--- src/rtl/dma_chan_pkg.sv ---
package dma_chan_pkg;
  typedef enum logic [1:0] {ST_IDLE, ST_RD, ST_WR, ST_FLY} chan_st_e;
endpackage

--- src/rtl/dma_req_gate.sv ---
module dma_req_gate #(
  parameter int SLOTS = 4,
  localparam int SLOT_W = (SLOTS > 1) ? $clog2(SLOTS) : 1
) (
  input  logic              clk_i,
  input  logic              rst_ni,
  input  logic              start_i,
  input  logic              busy_i,
  input  logic              ext_i,
  input  logic              burst_i,
  input  logic [SLOT_W-1:0] bw_i,
  input  logic              dreq_i,
  input  logic              unit_done_i,
  output logic              allow_o
);
  logic [SLOT_W-1:0] slot_q;
  logic              dreq_q;
  logic              pend_q;

  always_ff @(posedge clk_i or negedge rst_ni) begin
    if (!rst_ni) begin
      slot_q <= '0;
      dreq_q <= 1'b0;
      pend_q <= 1'b0;
    end else begin
      dreq_q <= dreq_i;
      if (start_i) slot_q <= '0;
      else if (busy_i) slot_q <= (slot_q == SLOT_W'(SLOTS-1)) ? '0 : slot_q + 1'b1;
      // a fresh edge wins over a unit finishing in the same cycle
      if (start_i) pend_q <= 1'b0;
      else if (dreq_i && !dreq_q) pend_q <= 1'b1;
      else if (unit_done_i) pend_q <= 1'b0;
    end
  end

  always_comb begin
    if (ext_i) allow_o = burst_i ? dreq_i : pend_q;
    else       allow_o = (slot_q <= bw_i);
  end


  steal_unit_chk: assert property (@(posedge clk_i) disable iff (!rst_ni)
    (unit_done_i && ext_i && !burst_i) |-> pend_q);

  slot_idle_chk: assert property (@(posedge clk_i) disable iff (!rst_ni)
    (!busy_i && !start_i) |=> $stable(slot_q));
endmodule

--- src/rtl/dma_lane_pack.sv ---
module dma_lane_pack #(
  parameter int DATA_W = 16,
  localparam int HALF = DATA_W / 2
) (
  input  logic              clk_i,
  input  logic              rst_ni,
  input  logic              ld_i,
  input  logic              src_word_i,
  input  logic              dst_word_i,
  input  logic              sub_i,
  input  logic [DATA_W-1:0] rdata_i,
  output logic [DATA_W-1:0] wdata_o
);
  logic [DATA_W-1:0] hold_q;
  logic [HALF-1:0]   wbyte;

  always_ff @(posedge clk_i or negedge rst_ni) begin
    if (!rst_ni) hold_q <= '0;
    else if (ld_i) begin
      if (src_word_i)      hold_q <= rdata_i;
      else if (!dst_word_i) hold_q[HALF-1:0] <= rdata_i[HALF-1:0];
      else if (sub_i)      hold_q[HALF-1:0] <= rdata_i[HALF-1:0];
      else                 hold_q[DATA_W-1:HALF] <= rdata_i[HALF-1:0];
    end
  end

  // word split: upper lane goes out first
  assign wbyte   = (src_word_i && !sub_i) ? hold_q[DATA_W-1:HALF] : hold_q[HALF-1:0];
  assign wdata_o = dst_word_i ? hold_q : {{HALF{1'b0}}, wbyte};
endmodule

--- src/rtl/dma_xfer_chan.sv ---
module dma_xfer_chan
  import dma_chan_pkg::*;
#(
  parameter int ADDR_W = 32,
  parameter int CNT_W  = 32,
  parameter int SLOTS  = 4,
  localparam int SLOT_W = (SLOTS > 1) ? $clog2(SLOTS) : 1,
  localparam int DATA_W = 16
) (
  input  logic              clk_i,
  input  logic              rst_ni,
  input  logic              start_i,
  input  logic [ADDR_W-1:0] src_addr_i,
  input  logic [ADDR_W-1:0] dst_addr_i,
  input  logic [CNT_W-1:0]  count_i,
  input  logic              flyby_i,
  input  logic              fly_wr_i,
  input  logic              ext_req_i,
  input  logic              burst_i,
  input  logic [SLOT_W-1:0] bw_sel_i,
  input  logic              src_word_i,
  input  logic              dst_word_i,
  input  logic              src_inc_i,
  input  logic              dst_inc_i,
  input  logic              irq_en_i,
  input  logic              dreq_i,
  output logic              dack_o,
  output logic              done_o,
  output logic              busy_o,
  output logic              stat_done_o,
  output logic              irq_o,
  output logic              mem_req_o,
  output logic              mem_we_o,
  output logic              mem_word_o,
  output logic [ADDR_W-1:0] mem_addr_o,
  output logic [DATA_W-1:0] mem_wdata_o,
  input  logic [DATA_W-1:0] mem_rdata_i,
  input  logic              mem_ready_i
);
  chan_st_e          st_q;
  logic              sub_q, done_q, stat_q;
  logic [ADDR_W-1:0] src_q, dst_q;
  logic [CNT_W-1:0]  cnt_q;
  logic              fly_q, fwr_q, ext_q, burst_q, sw_q, dw_q, si_q, di_q;
  logic [SLOT_W-1:0] bw_q;

  logic busy, cnt_zero, allow, go, xfer, start_acc, two_rd, two_wr, unit_done;
  logic [ADDR_W-1:0] src_step, dst_step;
  logic [CNT_W-1:0]  src_cstep, dst_cstep;

  assign busy      = (st_q != ST_IDLE);
  assign cnt_zero  = (cnt_q == '0);
  assign start_acc = start_i && !busy;
  assign go        = busy && !cnt_zero && allow;
  assign xfer      = go && mem_ready_i;
  assign two_rd    = !sw_q && dw_q;
  assign two_wr    = sw_q && !dw_q;
  assign unit_done = xfer && ((st_q == ST_FLY) || (st_q == ST_WR && !(two_wr && !sub_q)));
  assign src_step  = {{(ADDR_W-2){1'b0}}, sw_q, ~sw_q};
  assign dst_step  = {{(ADDR_W-2){1'b0}}, dw_q, ~dw_q};
  assign src_cstep = {{(CNT_W-2){1'b0}}, sw_q, ~sw_q};
  assign dst_cstep = {{(CNT_W-2){1'b0}}, dw_q, ~dw_q};

  dma_req_gate #(.SLOTS(SLOTS)) u_gate (
    .clk_i, .rst_ni, .start_i(start_acc), .busy_i(busy), .ext_i(ext_q),
    .burst_i(burst_q), .bw_i(bw_q), .dreq_i, .unit_done_i(unit_done), .allow_o(allow)
  );

  dma_lane_pack #(.DATA_W(DATA_W)) u_pack (
    .clk_i, .rst_ni, .ld_i(xfer && st_q == ST_RD), .src_word_i(sw_q),
    .dst_word_i(dw_q), .sub_i(sub_q), .rdata_i(mem_rdata_i), .wdata_o(mem_wdata_o)
  );

  always_ff @(posedge clk_i or negedge rst_ni) begin
    if (!rst_ni) begin
      st_q <= ST_IDLE;  sub_q <= 1'b0; done_q <= 1'b0; stat_q <= 1'b0;
      src_q <= '0; dst_q <= '0; cnt_q <= '0; bw_q <= '0;
      fly_q <= 1'b0; fwr_q <= 1'b0; ext_q <= 1'b0; burst_q <= 1'b0;
      sw_q <= 1'b0; dw_q <= 1'b0; si_q <= 1'b0; di_q <= 1'b0;
    end else begin
      done_q <= 1'b0;
      if (start_acc) begin
        src_q <= src_addr_i; dst_q <= dst_addr_i; cnt_q <= count_i;
        fly_q <= flyby_i; fwr_q <= fly_wr_i; ext_q <= ext_req_i || flyby_i;
        burst_q <= burst_i; bw_q <= bw_sel_i;
        sw_q <= src_word_i; dw_q <= dst_word_i; si_q <= src_inc_i; di_q <= dst_inc_i;
        st_q <= flyby_i ? ST_FLY : ST_RD;
        sub_q <= 1'b0; stat_q <= 1'b0;
      end else if (busy) begin
        if (cnt_zero) begin
          st_q <= ST_IDLE; done_q <= 1'b1; stat_q <= 1'b1;
        end else if (xfer) begin
          unique case (st_q)
            ST_RD: begin
              if (si_q) src_q <= src_q + src_step;
              if (two_rd && !sub_q) sub_q <= 1'b1;
              else begin sub_q <= 1'b0; st_q <= ST_WR; end
            end
            ST_WR: begin
              if (di_q) dst_q <= dst_q + dst_step;
              cnt_q <= cnt_q - dst_cstep;
              if (two_wr && !sub_q) sub_q <= 1'b1;
              else begin sub_q <= 1'b0; st_q <= ST_RD; end
            end
            ST_FLY: begin
              if (si_q) src_q <= src_q + src_step;
              cnt_q <= cnt_q - src_cstep;
            end
            default: ;
          endcase
        end
      end
    end
  end

  assign busy_o      = busy;
  assign done_o      = done_q;
  assign stat_done_o = stat_q;
  assign irq_o       = stat_q && irq_en_i;
  assign mem_req_o   = go;
  assign mem_we_o    = (st_q == ST_WR) || (st_q == ST_FLY && fwr_q);
  assign mem_word_o  = (st_q == ST_WR) ? dw_q : sw_q;
  assign mem_addr_o  = (st_q == ST_WR) ? dst_q : src_q;
  assign dack_o      = xfer && ext_q;


  done_pulse_chk: assert property (@(posedge clk_i) disable iff (!rst_ni)
    done_o |=> !done_o);

  done_idle_chk: assert property (@(posedge clk_i) disable iff (!rst_ni)
    done_o |-> (!busy_o && stat_done_o));

  idle_quiet_chk: assert property (@(posedge clk_i) disable iff (!rst_ni)
    !busy_o |-> (!mem_req_o && !dack_o));

  cnt_down_chk: assert property (@(posedge clk_i) disable iff (!rst_ni)
    busy_o |=> (!busy_o || cnt_q <= $past(cnt_q)));

  stall_hold_chk: assert property (@(posedge clk_i) disable iff (!rst_ni)
    (mem_req_o && !mem_ready_i) |=> ($stable(mem_addr_o) && $stable(cnt_q) && $stable(mem_we_o)));

  fly_fixed_chk: assert property (@(posedge clk_i) disable iff (!rst_ni)
    (st_q == ST_FLY && xfer && !si_q) |=> $stable(src_q));

  fly_dack_chk: assert property (@(posedge clk_i) disable iff (!rst_ni)
    (mem_req_o && mem_ready_i && fly_q) |-> dack_o);
endmodule

--- config.mk ---
export PLATFORM = sky130hd
export DESIGN_NAME = dma_xfer_chan
export DESIGN_NICKNAME = d
export VERILOG_FILES = /design/src/rtl/dma_chan_pkg.sv /design/src/rtl/dma_req_gate.sv /design/src/rtl/dma_lane_pack.sv /design/src/rtl/dma_xfer_chan.sv
export SDC_FILE = /design/constraint.sdc
export NUM_CORES = 1
export LEC_CHECK = 0
export BUFFER_PORTS_ARGS = -buffer_cell sky130_fd_sc_hd__clkbuf_2
export CORE_ASPECT_RATIO = 0.75
export CORE_UTILIZATION = 40
export CTS_CLUSTER_DIAMETER = 100
export DETAILED_ROUTE_END_ITERATION = 7
export GPL_ROUTABILITY_DRIVEN = 0
export GPL_TIMING_DRIVEN = 0
export PLACE_DENSITY = 0.68
export SYNTH_ARGS = -nofsm -noshare
export SYNTH_HDL_FRONTEND = slang
export SYNTH_SLANG_ARGS = --single-unit
--- constraint.sdc ---
create_clock -name clk_i -period 4.85 [get_ports clk_i]
set_input_delay 0.7275 -clock clk_i [delete_from_list [all_inputs] [get_ports clk_i]]
set_output_delay 0.7275 -clock clk_i [all_outputs]
set_load 0.02 [all_outputs]
# Word level (Yosys, flattened, before mapping)

Index checks and enable logic that the tools add are counted.

Register bits: 130
Output and inout port bits: 56
Input port bits: 128

Multiplexer cells: 55
Equal/unequal tests: 9
Order comparisons: 1
Add/sub/neg operators: 5
Reductions and logical operators: 50
Bitwise logic cells: 2

Operator list:

| cell                                                   | count |
|---|---|
| two-way mux 32 bit                                     | 17 |
| adder 32 x 2 -> 32 bit                                 | 2 |
| case mux 32 bit (2 select lines)                       | 1 |
| subtractor 32 x 2 -> 32 bit                            | 2 |
| two-way mux 8 bit                                      | 5 |
| logical NOT 32 bit                                     | 1 |
| two-way mux 16 bit                                     | 2 |
| two-way mux 2 bit                                      | 10 |
| two-way mux 1 bit                                      | 18 |
| nonzero test 2 bit                                     | 9 |
| logical AND 1 bit                                      | 16 |
| AND reduction 5 bit                                    | 3 |
| nonzero test 3 bit                                     | 4 |
| inequality test 4 bit (second input constant)          | 2 |
| AND reduction 4 bit                                    | 2 |
| logical NOT 1 bit                                      | 7 |
| equality test 2 bit (second input constant)            | 3 |
| inequality test 2 x 1 -> 1 bit (second input constant) | 2 |
| case mux 2 bit (2 select lines)                        | 1 |
| AND reduction 2 bit                                    | 2 |
| nonzero test 4 bit                                     | 1 |
| logical OR 1 bit                                       | 3 |
| inequality test 3 bit (second input constant)          | 1 |
| AND reduction 3 bit                                    | 1 |
| other kinds (6)                                        | 7 |

# Longest topological paths before layout

Gate-level depths: netlist of run 1.

Word-level depth: 10
Mapped depth: 11

# By module

Synthesis of run 1 repeated with hierarchy kept, for this count alone.

Cell total of the unflattened synthesis: 923
Area total of the unflattened synthesis: 8339.2 µm²

By module, submodules not included:

| module        | cells each | instances | area each (µm²) |
|---|---|---|---|
| dma_xfer_chan | 840        | 1         | 7221.9 |
| dma_lane_pack | 62         | 1         | 900.9 |
| dma_req_gate  | 21         | 1         | 216.5 |

# Least setup slack after synthesis of run 1

Ideal clock, no wire load.

Kind: flip-flop to flip-flop
From: reg sw_q
To: reg cnt_q[30]
Buffers on the path: 3
Data arrival time: 2.915 ns
Required time: 4.768 ns
Path slack: 1.853 ns
Cell stages (with the launch flop): 12
Library setup time: 0.082 ns
Cells stage by stage: dfrtp_1 > clkbuf_1 > buf_1 > mux2i_1 > inv_1 > fa_1 > nor3b_1 > nand3_2 > or3_1 > buf_6 > or3_1 > a31oi_1

Word-level cells in the longest chain between the ends: 7

RTL lines:

| what                               | RTL line             | RTL |
|---|---|---|
| start: declaration                 | dma_xfer_chan.sv:44  | `logic fly_q, fwr_q, ext_q, burst_q, sw_q, dw_q, si_q, di_q;` |
| start signal: assignment           | dma_xfer_chan.sv:86  | `sw_q <= src_word_i; dw_q <= dst_word_i; si_q <= src_inc_i; di_q <= dst_inc_i;` |
| NOT 1 bit                          | dma_xfer_chan.sv:61  | `assign src_cstep = {{(CNT_W-2){1'b0}}, sw_q, ~sw_q};` |
| subtractor 32 x 2 -> 32 bit *      | dma_xfer_chan.sv:107 | `cnt_q <= cnt_q - src_cstep;` |
| case mux 32 bit (2 select lines) * | dma_xfer_chan.sv:93  | `unique case (st_q)` |
| two-way mux 32 bit *               | dma_xfer_chan.sv:92  | `end else if (xfer) begin` |
| two-way mux 32 bit *               | dma_xfer_chan.sv:90  | `if (cnt_zero) begin` |
| two-way mux 32 bit *               | dma_xfer_chan.sv:89  | `end else if (busy) begin` |
| two-way mux 32 bit *               | dma_xfer_chan.sv:82  | `if (start_acc) begin` |
| end signal: assignment             | dma_xfer_chan.sv:83  | `src_q <= src_addr_i; dst_q <= dst_addr_i; cnt_q <= count_i;` |
| end signal: assignment             | dma_xfer_chan.sv:101 | `cnt_q <= cnt_q - dst_cstep;` |
| end signal: assignment             | dma_xfer_chan.sv:107 |  |
| end: declaration                   | dma_xfer_chan.sv:43  | `logic [CNT_W-1:0] cnt_q;` |

Mark *: on every way between the ends. The rest lies on a longest branch, timed or not. The select of a mux whose other input is x is not followed.
A chain may end at the register's enable or synchronous reset.

# Worst setup path in the final report of run 1

From: reg u_gate.slot_q[1]
To: out dack_o

Word-level cells in the longest chain between the ends: 5

RTL lines:

| what                           | RTL line             | RTL |
|---|---|---|
| start: declaration             | dma_req_gate.sv:16   | `logic [SLOT_W-1:0] slot_q;` |
| start signal: assignment       | dma_req_gate.sv:28   | `else if (busy_i) slot_q <= (slot_q == SLOT_W'(SLOTS-1)) ? '0 : slot_q + 1'b1;` |
| less-or-equal comparator 2 bit | dma_req_gate.sv:38   | `else allow_o = (slot_q <= bw_i);` |
| two-way mux 1 bit              | dma_req_gate.sv:37   | `if (ext_i) allow_o = burst_i ? dreq_i : pend_q;` |
| logical AND 1 bit              | dma_xfer_chan.sv:54  | `assign go = busy && !cnt_zero && allow;` |
| logical AND 1 bit              | dma_xfer_chan.sv:55  | `assign xfer = go && mem_ready_i;` |
| logical AND 1 bit              | dma_xfer_chan.sv:124 | `assign dack_o = xfer && ext_q;` |
| end: declaration               | dma_xfer_chan.sv:27  | `output logic dack_o,` |

Every way passes these cells.

==> impl_metrics.py, run 1 <==
metrics = {
    "run_status": {
        "status": "complete, no violations",
    },
    "setup_path": {
        "r2r-end": "cnt_q[30]",
        "r2r_slack_ns": 0.98,
        "crit_type": "flop to output port",
        "path_cells": "ha_1 > nor2b_1 > o21ai_1 > nand2_1 > clkbuf_1 > nor2_1 > and3_1 > clkbuf_2",
        "required_ns": 4.12,
        "r2r_cells": 11,
        "arrival_ns": 3.45,
        "critPathCaptureType": "output port",
        "endpoint": "dack_o",
        "crit_path_max_incr_delay_ns": 0.59,
        "critPathLaunchType": "flop",
        "crit_start": "u_gate.slot_q[1]",
        "r2r-start": "sw_q",
        "cp_max_fo": 10,
        "crit_path_top_delay_cell": "o21ai_1",
    },
    "synth": {
        "ys_seq_elements": 130,
        "yosys_warnings": 0,
        "yosysTopAreaCell": "dfrtp_1",
        "synth_nets": 1034,
        "async_reset_ff_frac": 1.00,
        "seq_area_frac_synth": 0.412,
        "synth_cell_type_count": 58,
        "synth.area.top_cells": "dfrtp_1 (41%), xnor2_1 (8.2%), mux2_2 (6.6%)",
        "synth_area_per_cell_um2": 8.88,
        "yosys_most_used_dff": "dfrtp_1",
        "synth_top_area_frac": 0.412,
        "synth_edf_count": 0,
        "synthCells": 890,
        "synth_area_um2": 7900,
    },
    "finish": {
        "num_antenna_cells": 0,
        "layout-drive-gt1-share": 0.256,
        "nNetsFinal": 1237,
        "area_growth_pct": 23.1,
        "fin_cells": 1358,
        "design_area_um2": 9730,
        "fill_cells": 1856,
    },
    "clock_tree": {
        "cts_buffers": 17,
        "htreeDepth": 4,
        "ctsHoldBuffers": 0,
        "cts-root-buf": "clkbuf_16",
        "clockBufferDepth": 2,
        "clock_latency_ns": 0.43,
        "cts-resized-gates": 0,
        "path_clk_slew_ns": 0.06,
        "tritoncts": "done",
        "clkSinkCount": 130,
        "post_cts_buffers": 0,
    },
    "sta": {
        "worst_slew_pin_slew_ns": 0.980,
        "final.period_utilization": 0.862,
        "fin_crit_ns": 4.18,
        "tns_ns": 0,
        "rsz0062_at_grt": "no",
        "clock-skew-final_ns": 0.00639,
        "max-slew-margin-rel": 0.346,
        "slew_violations": 0,
        "timing.hold.ws_ns": 0.166,
        "max_freq_mhz": 239,
        "setup_viol": 0,
        "final-hold-violation-count": 0,
    },
    "pwr": {
        "combPwrFrac": 0.478,
        "power.total_w": 0.00648,
        "p_sw_w": 0.00294,
        "p_sw_frac": 0.454,
        "vdd_drop_max_uv": 437,
        "p_leak_nw": 3.96,
        "internal_power_w": 0.00354,
        "pwr-share-clk": 0.189,
        "powerDensity_nw_per_um2": 667,
        "pwr-share-seq": 0.333,
    },
    "floorplan": {
        "rows": 44,
        "die_height_um": 124,
        "die_x_um": 164,
        "die_area_um2": 20300,
        "pin_count": 184,
        "core-area_um2": 19300,
        "start_util": 0.409,
    },
    "global_routing": {
        "grt_max_degree": 111,
        "grt_pass1_wl_mm": 40.1,
        "grt-ovfl-total": 0,
        "antenna_found_initial": 0,
        "grt_pass1_vias": 7193,
        "grt_usage": 0.265,
    },
    "routing": {
        "drcViolationCount": 0,
        "vias_per_cell": 5.65,
        "ant_nets": 0,
        "wl_per_cell_um": 19.1,
        "drt_iter0_markers": 713,
        "drt-pass1-iter-count": 5,
        "wirelength_mm": 26.0,
        "vias": 7672,
    },
    "placement": {
        "post-place-cells": 1327,
        "hpwl_mm": 18.9,
        "port_buffers": 183,
        "dpl-instance-area_um2": 9170,
    },
    "hold_path": {
        "hold_class": "input pin to async pin",
    },
    "flow_run": {
        "maxCapViolCount": 0,
    },
}
-- cell usage after synthesis (all sizes together), types with 2 or more instances --
cell / instances
a31oi: 5
nand3b: 2
a21oi: 32
mux2: 46
nor4b: 9
clkbuf: 41
o211ai: 5
nand3: 29
a2111oi: 2
or2: 4
inv: 19
nand4: 19
xnor2: 74
a211oi: 2
and2: 11
buf: 11
ha: 13
nor2: 54
mux2i: 15
o32ai: 2
and3: 8
o21ai: 84
nand2b: 4
nor3: 34
o31ai: 6
or4: 9
a21o: 3
nand2: 136
fa: 3
or3: 13
o311ai: 2
nor3b: 4
nor4: 47
nor2b: 3
dfrtp: 130
-- state kept, by name, indices dropped and copies added (netlist names), 2 cells and up --
signal / flops
bw_q: 2
st_q: 2
u_gate.slot_q: 2
dst_q: 32
src_q: 32
u_pack.hold_q: 16
cnt_q: 32
-- metrics by stage --
stage	worst slack [ns]	utilization
2_1_floorplan	1.85	-
3_3_place_gp	0.824	0.473
3_5_place_dp	1.14	0.475
4_1_cts	0.786	0.503
5_1_grt	0.575	0.503
6_report	0.669	0.503
-- cell type report --
cell class / instances / area (um^2) / share of cell area
Clock inverter: 8 / 81.3 / 0.00836
Inverter: 19 / 71.3 / 0.00733
Sequential cell: 130 / 3250 / 0.334
Multi-Input combinational cell: 689 / 4370 / 0.449
Timing Repair Buffer: 184 / 952 / 0.0979
Tap cell: 253 / 317 / 0.0325
Clock buffer: 23 / 468 / 0.0481
Buffer: 52 / 215 / 0.0221
-- per-layer routing --
layer,GRT usage,vias up,part of all wire
met4,0.0793,0,0.020
met3,0.0613,42,0.10
met5,0,-,0
li1,-,3568,-
met1,0.394,3644,0.47
met2,0.377,418,0.41
-- cells by family after synthesis --
family,after synthesis,synth area share
AO/OA/AOI/OAI,148,0.106
multiplexers,61,0.0846
buffers and inverters,71,0.0363
AND/OR/NAND/NOR,389,0.250
adder cells (fa/ha/maj),16,0.0282
XOR/XNOR,75,0.0831
flip-flops,130,0.412
-- cell usage in the layout, fill, tap and decap left out, types with 3 or more instances in the layout --
cell type and n:
and3_1 7, nand4_1 19, nand2b_1 3, nor2_1 53
mux2_2 46, a21oi_1 32, or2_2 4, xnor2_1 74
buf_2 7, a31oi_1 5, o21ai_0 82, clkinvlp_4 5
or3_1 12, nand2_1 136, nand3_1 28, dfrtp_1 130
clkbuf_2 182, mux2i_1 15, and2_1 11, ha_1 13
o31ai_1 5, clkbuf_16 17, o211ai_1 5, inv_1 19
nor4_1 44, clkbuf_8 3, nor3b_1 4, nor2b_1 3
nor4b_1 9, nor3_1 34, fa_1 3, clkbuf_1 45
a21o_1 3, or4_1 7
-- worst min-delay path by stage --
| stage | startpoint | to | slack (ns) | cells after the start |
|---|---|---|---|---|
| detailed placement | si_q | si_q | 0.47 | 2 |
| floorplan | rst_ni | burst_q | 0.43 | 0 |
| CTS | rst_ni | cnt_q[20] | 0.17 | 1 |
| finish | rst_ni | src_q[21] | 0.17 | 1 |
| global route | rst_ni | cnt_q[12] | 0.17 | 1 |
| global placement | fwr_q | fwr_q | 0.46 | 2 |
-- critical path: cells and delay by family (launching register included) --
| kind | cells | cell delay (ns) |
|---|---|---|
| simple gates | 4 | 1.14 |
| compound gates | 1 | 0.59 |
| buf+inv | 2 | 0.57 |
| flops | 1 | 0.40 |
| fa+ha+maj | 1 | 0.30 |
-- power groups by stage --
stage | logic (W) | clock network (W) | registers, W
2_1_floorplan | 0.00216 | 0 | 0.00199
3_3_place_gp | 0.00301 | 0 | 0.00214
3_5_place_dp | 0.00306 | 0 | 0.00215
4_1_cts | 0.00308 | 0.00123 | 0.00214
5_1_grt | 0.00338 | 0.00129 | 0.00223
6_report | 0.00310 | 0.00123 | 0.00216
No activity file was read; power rests on OpenSTA's default activity.
==> run 2: changes to the inputs <==
--- a/config.mk
+++ b/config.mk
@@ -12,6 +12,7 @@
 export DETAILED_ROUTE_END_ITERATION = 7
 export GPL_ROUTABILITY_DRIVEN = 0
 export GPL_TIMING_DRIVEN = 0
+export MAX_ROUTING_LAYER = met4
 export PLACE_DENSITY = 0.68
 export SYNTH_ARGS = -nofsm -noshare
 export SYNTH_HDL_FRONTEND = slang
==> impl_metrics.py, run 2 (synthesis gave the netlist of run 1 again) <==
metrics = {
    "run_status": {
        "status": "complete, no violations",
    },
    "finish": {
        "nNetsFinal": 1237,
        "fin_cells": 1358,
        "fill_cells": 1856,
        "layout-drive-gt1-share": 0.256,
        "area_growth_pct": 23.1,
        "design_area_um2": 9730,
        "seq_area_um2": 3250,
        "reg_top3": "cnt_q (32), dst_q (32), src_q (32)",
        "final_common_cell": "clkbuf_2",
        "multiInputGateArea_um2": 4370,
        "num_antenna_cells": 0,
        "final_cell_mix": "clkbuf_2 (182), nand2_1 (136), dfrtp_1 (130), o21ai_0 (82), xnor2_1 (74)",
        "post-route-util": 0.503,
    },
    "hold_path": {
        "hold_class": "input pin to async pin",
    },
    "routing": {
        "met2_length_mm": 10.8,
        "top_layer_used": "met4",
        "wl_per_cell_um": 19.2,
        "drcViolationCount": 0,
        "wl_met3_mm": 2.51,
        "met1Wirelength_mm": 12.3,
        "drt-pass1-iter-count": 5,
        "ant_nets": 0,
        "wirelength_mm": 26.0,
        "vias_per_cell": 5.66,
        "vias": 7688,
        "drt_iter0_markers": 776,
    },
    "sta": {
        "tns_ns": 0,
        "slew_violations": 0,
        "final-hold-violation-count": 0,
        "fin_crit_ns": 4.18,
        "max_freq_mhz": 239,
        "setup_viol": 0,
        "worst_slew_pin_slew_ns": 0.969,
        "rsz0062_at_grt": "no",
        "clock-skew-final_ns": 0.00802,
        "final.period_utilization": 0.862,
        "max-slew-margin-rel": 0.352,
    },
    "placement": {
        "port_buffers": 183,
        "post-place-cells": 1327,
        "dpl-instance-area_um2": 9170,
        "hpwl_mm": 18.9,
    },
    "clock_tree": {
        "tritoncts": "done",
        "cts-resized-gates": 0,
        "cts_buffers": 17,
        "clkSinkCount": 130,
        "htreeDepth": 4,
        "path_clk_slew_ns": 0.06,
        "ctsHoldBuffers": 0,
        "post_cts_buffers": 0,
        "clockBufferDepth": 2,
        "cts-root-buf": "clkbuf_16",
        "clock_latency_ns": 0.43,
    },
    "setup_path": {
        "critPathLaunchType": "flop",
        "cp_max_fo": 10,
        "r2r_slack_ns": 0.99,
        "critPathCaptureType": "output port",
        "crit_type": "flop to output port",
        "r2r-end": "cnt_q[30]",
        "r2r-start": "sw_q",
        "required_ns": 4.12,
        "arrival_ns": 3.46,
        "crit_start": "u_gate.slot_q[1]",
        "r2r_cells": 11,
        "endpoint": "dack_o",
    },
    "global_routing": {
        "antenna_found_initial": 0,
        "grt-ovfl-total": 0,
        "grt_usage": 0.272,
        "grt_max_degree": 111,
        "grt_pass1_wl_mm": 40.1,
        "grt_pass1_vias": 7197,
    },
    "floorplan": {
        "rows": 44,
        "die_area_um2": 20300,
        "pin_count": 184,
        "die_height_um": 124,
        "core-area_um2": 19300,
        "die_x_um": 164,
        "start_util": 0.409,
    },
    "pwr": {
        "vdd_drop_max_uv": 436,
        "p_leak_nw": 3.96,
        "powerDensity_nw_per_um2": 667,
    },
    "flow_run": {
        "maxCapViolCount": 0,
    },
}
==> run 2: cell counts in the layout (fill, tap and decap cells not counted) <==
Identical to the previous run, type by type.
==> run 2: how the worst min path moves through the flow <==
stage | from | end | slack, ns | cells past startpoint
2_1_floorplan | rst_ni | burst_q | 0.43 | 0
3_3_place_gp | fwr_q | fwr_q | 0.46 | 2
3_5_place_dp | si_q | si_q | 0.47 | 2
4_1_cts | rst_ni | cnt_q[20] | 0.17 | 1
5_1_grt | rst_ni | src_q[19] | 0.17 | 1
6_report | rst_ni | src_q[21] | 0.17 | 1
==> run 2: critical path, stage by stage, from the launching register on <==
cell      delay (ns)
dfrtp_1         0.40
ha_1            0.30
nor2b_1         0.13
o21ai_1         0.61
nand2_1         0.33
clkbuf_1        0.40
nor2_1          0.43
and3_1          0.24
clkbuf_2        0.17
==> run 2: power by group <==
part | total [W] | leakage, nW | switching (W) | internal (W)
clock | 0.00122 | 0.251 | 0.000496 | 0.000728
sequential | 0.00216 | 1.58 | 0.000564 | 0.00160
combinational | 0.00310 | 2.13 | 0.00188 | 0.00122
total | 0.00649 | 3.96 | 0.00294 | 0.00354
==> run 2: stage by stage <==
step / power [W] / worst slack (ns) / hold slack, ns
after floorplan: 0.00415 / 1.85 / 0.432
after global placement: 0.00514 / 0.824 / 0.462
after detailed placement: 0.00521 / 1.14 / 0.474
after CTS: 0.00646 / 0.786 / 0.170
after global routing: 0.00689 / 0.576 / 0.175
final: 0.00649 / 0.667 / 0.171
==> run 2: final cells by class <==
type / instances / area share
inverters: 19 / 0.00733
well taps: 253 / 0.0325
multi-input cells: 689 / 0.449
clock buffers: 23 / 0.0481
clock inverters: 8 / 0.00836
repair buffers: 184 / 0.0979
flip-flops and latches: 130 / 0.334
plain buffers: 52 / 0.0221
==> run 2: metal layers <==
metal  track usage  vias up
met5             -        -
met4        0.0810        0
met3        0.0533       38
met2         0.379      419
met1         0.397     3660
li1              -     3571
==> run 3: changes to the inputs <==
--- a/config.mk
+++ b/config.mk
@@ -16,4 +16,5 @@
 export PLACE_DENSITY = 0.68
 export SYNTH_ARGS = -nofsm -noshare
 export SYNTH_HDL_FRONTEND = slang
+export SYNTH_HIERARCHICAL = 1
 export SYNTH_SLANG_ARGS = --single-unit
==> impl_metrics.py, run 3 <==
metrics = {
    "run_status": {
        "status": "complete, no violations",
    },
    "floorplan": {
        "pin_count": 184,
        "core-area_um2": 20300,
        "die_height_um": 127,
        "start_util": 0.410,
        "die_area_um2": 21400,
        "die_x_um": 169,
        "rows": 45,
    },
    "global_routing": {
        "antenna_found_initial": 1,
        "grt-ovfl-total": 0,
        "grt_pass1_vias": 7797,
        "grt_usage": 0.281,
        "grt_pass1_wl_mm": 44.4,
        "grt_max_degree": 91,
    },
    "routing": {
        "top_layer_used": "met4",
        "met1Wirelength_mm": 13.3,
        "drt-pass1-iter-count": 5,
        "drcViolationCount": 0,
        "vias": 8596,
        "drt_iter0_markers": 789,
        "met2_length_mm": 12.1,
        "wirelength_mm": 28.9,
        "vias_per_cell": 6.05,
        "wl_met3_mm": 2.88,
        "wl_per_cell_um": 20.4,
        "ant_nets": 0,
    },
    "pwr": {
        "combPwrFrac": 0.473,
        "p_leak_nw": 4.24,
        "p_sw_frac": 0.452,
        "vdd_drop_max_uv": 327,
        "internal_power_w": 0.00371,
        "pwr-share-clk": 0.196,
        "p_sw_w": 0.00306,
        "pwr-share-seq": 0.331,
        "powerDensity_nw_per_um2": 661,
    },
    "sta": {
        "max-slew-margin-rel": 0.372,
        "final.period_utilization": 0.784,
        "max_freq_mhz": 263,
        "final-hold-violation-count": 0,
        "clock-skew-final_ns": 0.0100,
        "rsz0062_at_grt": "no",
        "fin_crit_ns": 3.80,
        "tns_ns": 0,
        "setup_viol": 0,
        "slew_violations": 0,
        "fin_ws_ns": 1.05,
        "worst_slew_pin_slew_ns": 0.930,
    },
    "finish": {
        "final_common_cell": "clkbuf_2",
        "layout-drive-gt1-share": 0.284,
        "area_growth_pct": 22.9,
        "fin_cells": 1421,
        "reg_top3": "cnt_q (32), dst_q (32), src_q (32)",
        "nNetsFinal": 1269,
        "final_cell_mix": "clkbuf_2 (183), dfrtp_1 (130), nor2_1 (94), a31oi_1 (73), nand2_1 (70)",
    },
    "clock_tree": {
        "cts_buffers": 17,
        "tritoncts": "done",
        "ctsHoldBuffers": 0,
        "clockBufferDepth": 2,
        "htreeDepth": 4,
        "path_clk_slew_ns": 0.06,
        "post_cts_buffers": 0,
        "clock_latency_ns": 0.43,
        "cts-root-buf": "clkbuf_16",
        "clkSinkCount": 130,
        "cts-resized-gates": 0,
    },
    "synth": {
        "synth.area.top_cells": "dfrtp_1 (39%), mux2_2 (8.1%), a31oi_1 (5.5%)",
        "yosys_most_used_dff": "dfrtp_1",
        "synth_area_per_cell_um2": 9.03,
        "seq_area_frac_synth": 0.390,
        "yosysTopAreaCell": "dfrtp_1",
        "ys_seq_elements": 130,
        "synth_cell_type_count": 67,
        "synth_top_area_frac": 0.390,
        "synth_area_um2": 8340,
        "synthCells": 923,
        "async_reset_ff_frac": 1.00,
        "synth_edf_count": 0,
        "synth.most_common_cell": "dfrtp_1",
        "synth_nets": 1066,
        "yosys_warnings": 6,
        "synth_common_cells": "dfrtp_1 (130), nor2_1 (94), a31oi_1 (73)",
    },
    "placement": {
        "port_buffers": 183,
        "hpwl_mm": 20.9,
        "post-place-cells": 1389,
        "pre_cts_slack_ns": 1.33,
    },
    "setup_path": {
        "required_ns": 4.12,
        "crit_type": "flop to output port",
        "arrival_ns": 3.07,
        "cp_max_fo": 8,
        "critPathLaunchType": "flop",
        "critPathCaptureType": "output port",
    },
    "flow_run": {
        "maxCapViolCount": 0,
    },
    "hold_path": {
        "hold_class": "input pin to async pin",
    },
}
-- run 3: area by class of cell --
class | instances | area [um^2]
fill | 1961 | 10100
multi-input combinational | 704 | 4700
sequential | 130 | 3250
timing repair buffer | 184 | 952
clock buffer | 23 | 498
tap | 282 | 353
buffer | 61 | 279
inverter | 28 | 105
clock inverter | 8 | 101
antenna | 1 | 2.50
-- run 3: power by group through the flow --
stage	Combinational [W]	Clock, W	Sequential, W
2_1_floorplan	0.00228	0	0.00199
3_3_place_gp	0.00309	0	0.00220
3_5_place_dp	0.00316	0	0.00220
4_1_cts	0.00318	0.00133	0.00220
5_1_grt	0.00347	0.00138	0.00232
6_report	0.00320	0.00133	0.00224
-- run 3: cell families (layout without fill, tap and decap cells) --
| logic type | after synthesis | after routing | synth area share |
|---|---|---|---|
| buf+inv | 89 | 304 | 0.0461 |
| xor+xnor | 3 | 3 | 0.00315 |
| compound gates | 217 | 217 | 0.180 |
| mux | 66 | 66 | 0.0882 |
| flops | 130 | 130 | 0.390 |
| other cells | 0 | 1 | 0 |
| simple gates | 403 | 403 | 0.267 |
| fa+ha+maj | 15 | 15 | 0.0252 |
-- run 3: worst paths after layout --
check / slack [ns] / endpoint / cells after the start / start
setup / recovery: 1.05 / mem_req_o / 5 / cnt_q[6]
hold / removal: 0.22 / stat_done_o / 1 / rst_ni
setup reg to reg: 1.23 / cnt_q[30] / 11 / bw_q[1]
hold reg to reg: 0.49 / bw_q[0] / 2 / bw_q[0]
max in group asynchronous: 3.85 / dst_q[13] / 2 / rst_ni
min in group clk_i: 0.44 / u_gate/dreq_q / 1 / dreq_i
-- run 3: metrics by stage --
stage                     instance area [um^2]  hold WS [ns]  power (W)   util
after floorplan                           8340         0.432    0.00427      -
after global placement                    9610         0.467    0.00529  0.473
after detailed placement                  9640         0.485    0.00537  0.474
after CTS                                10200         0.236    0.00671  0.504
after global routing                     10200         0.251    0.00717  0.504
final                                    10200         0.220    0.00677  0.504
-- run 3: critical path: stages, from the launching register on --
cell and delay, ns:
dfrtp_1 0.40, or3_4 0.43, nor4_1 0.68, nand4_1 0.59, and3_1 0.40, clkbuf_2 0.15
-- run 3: layer usage --
layer	GRT usage	up-vias
li1	-	3936
met1	0.399	4125
met2	0.394	485
met3	0.0675	50
met4	0.0813	0
met5	-	-
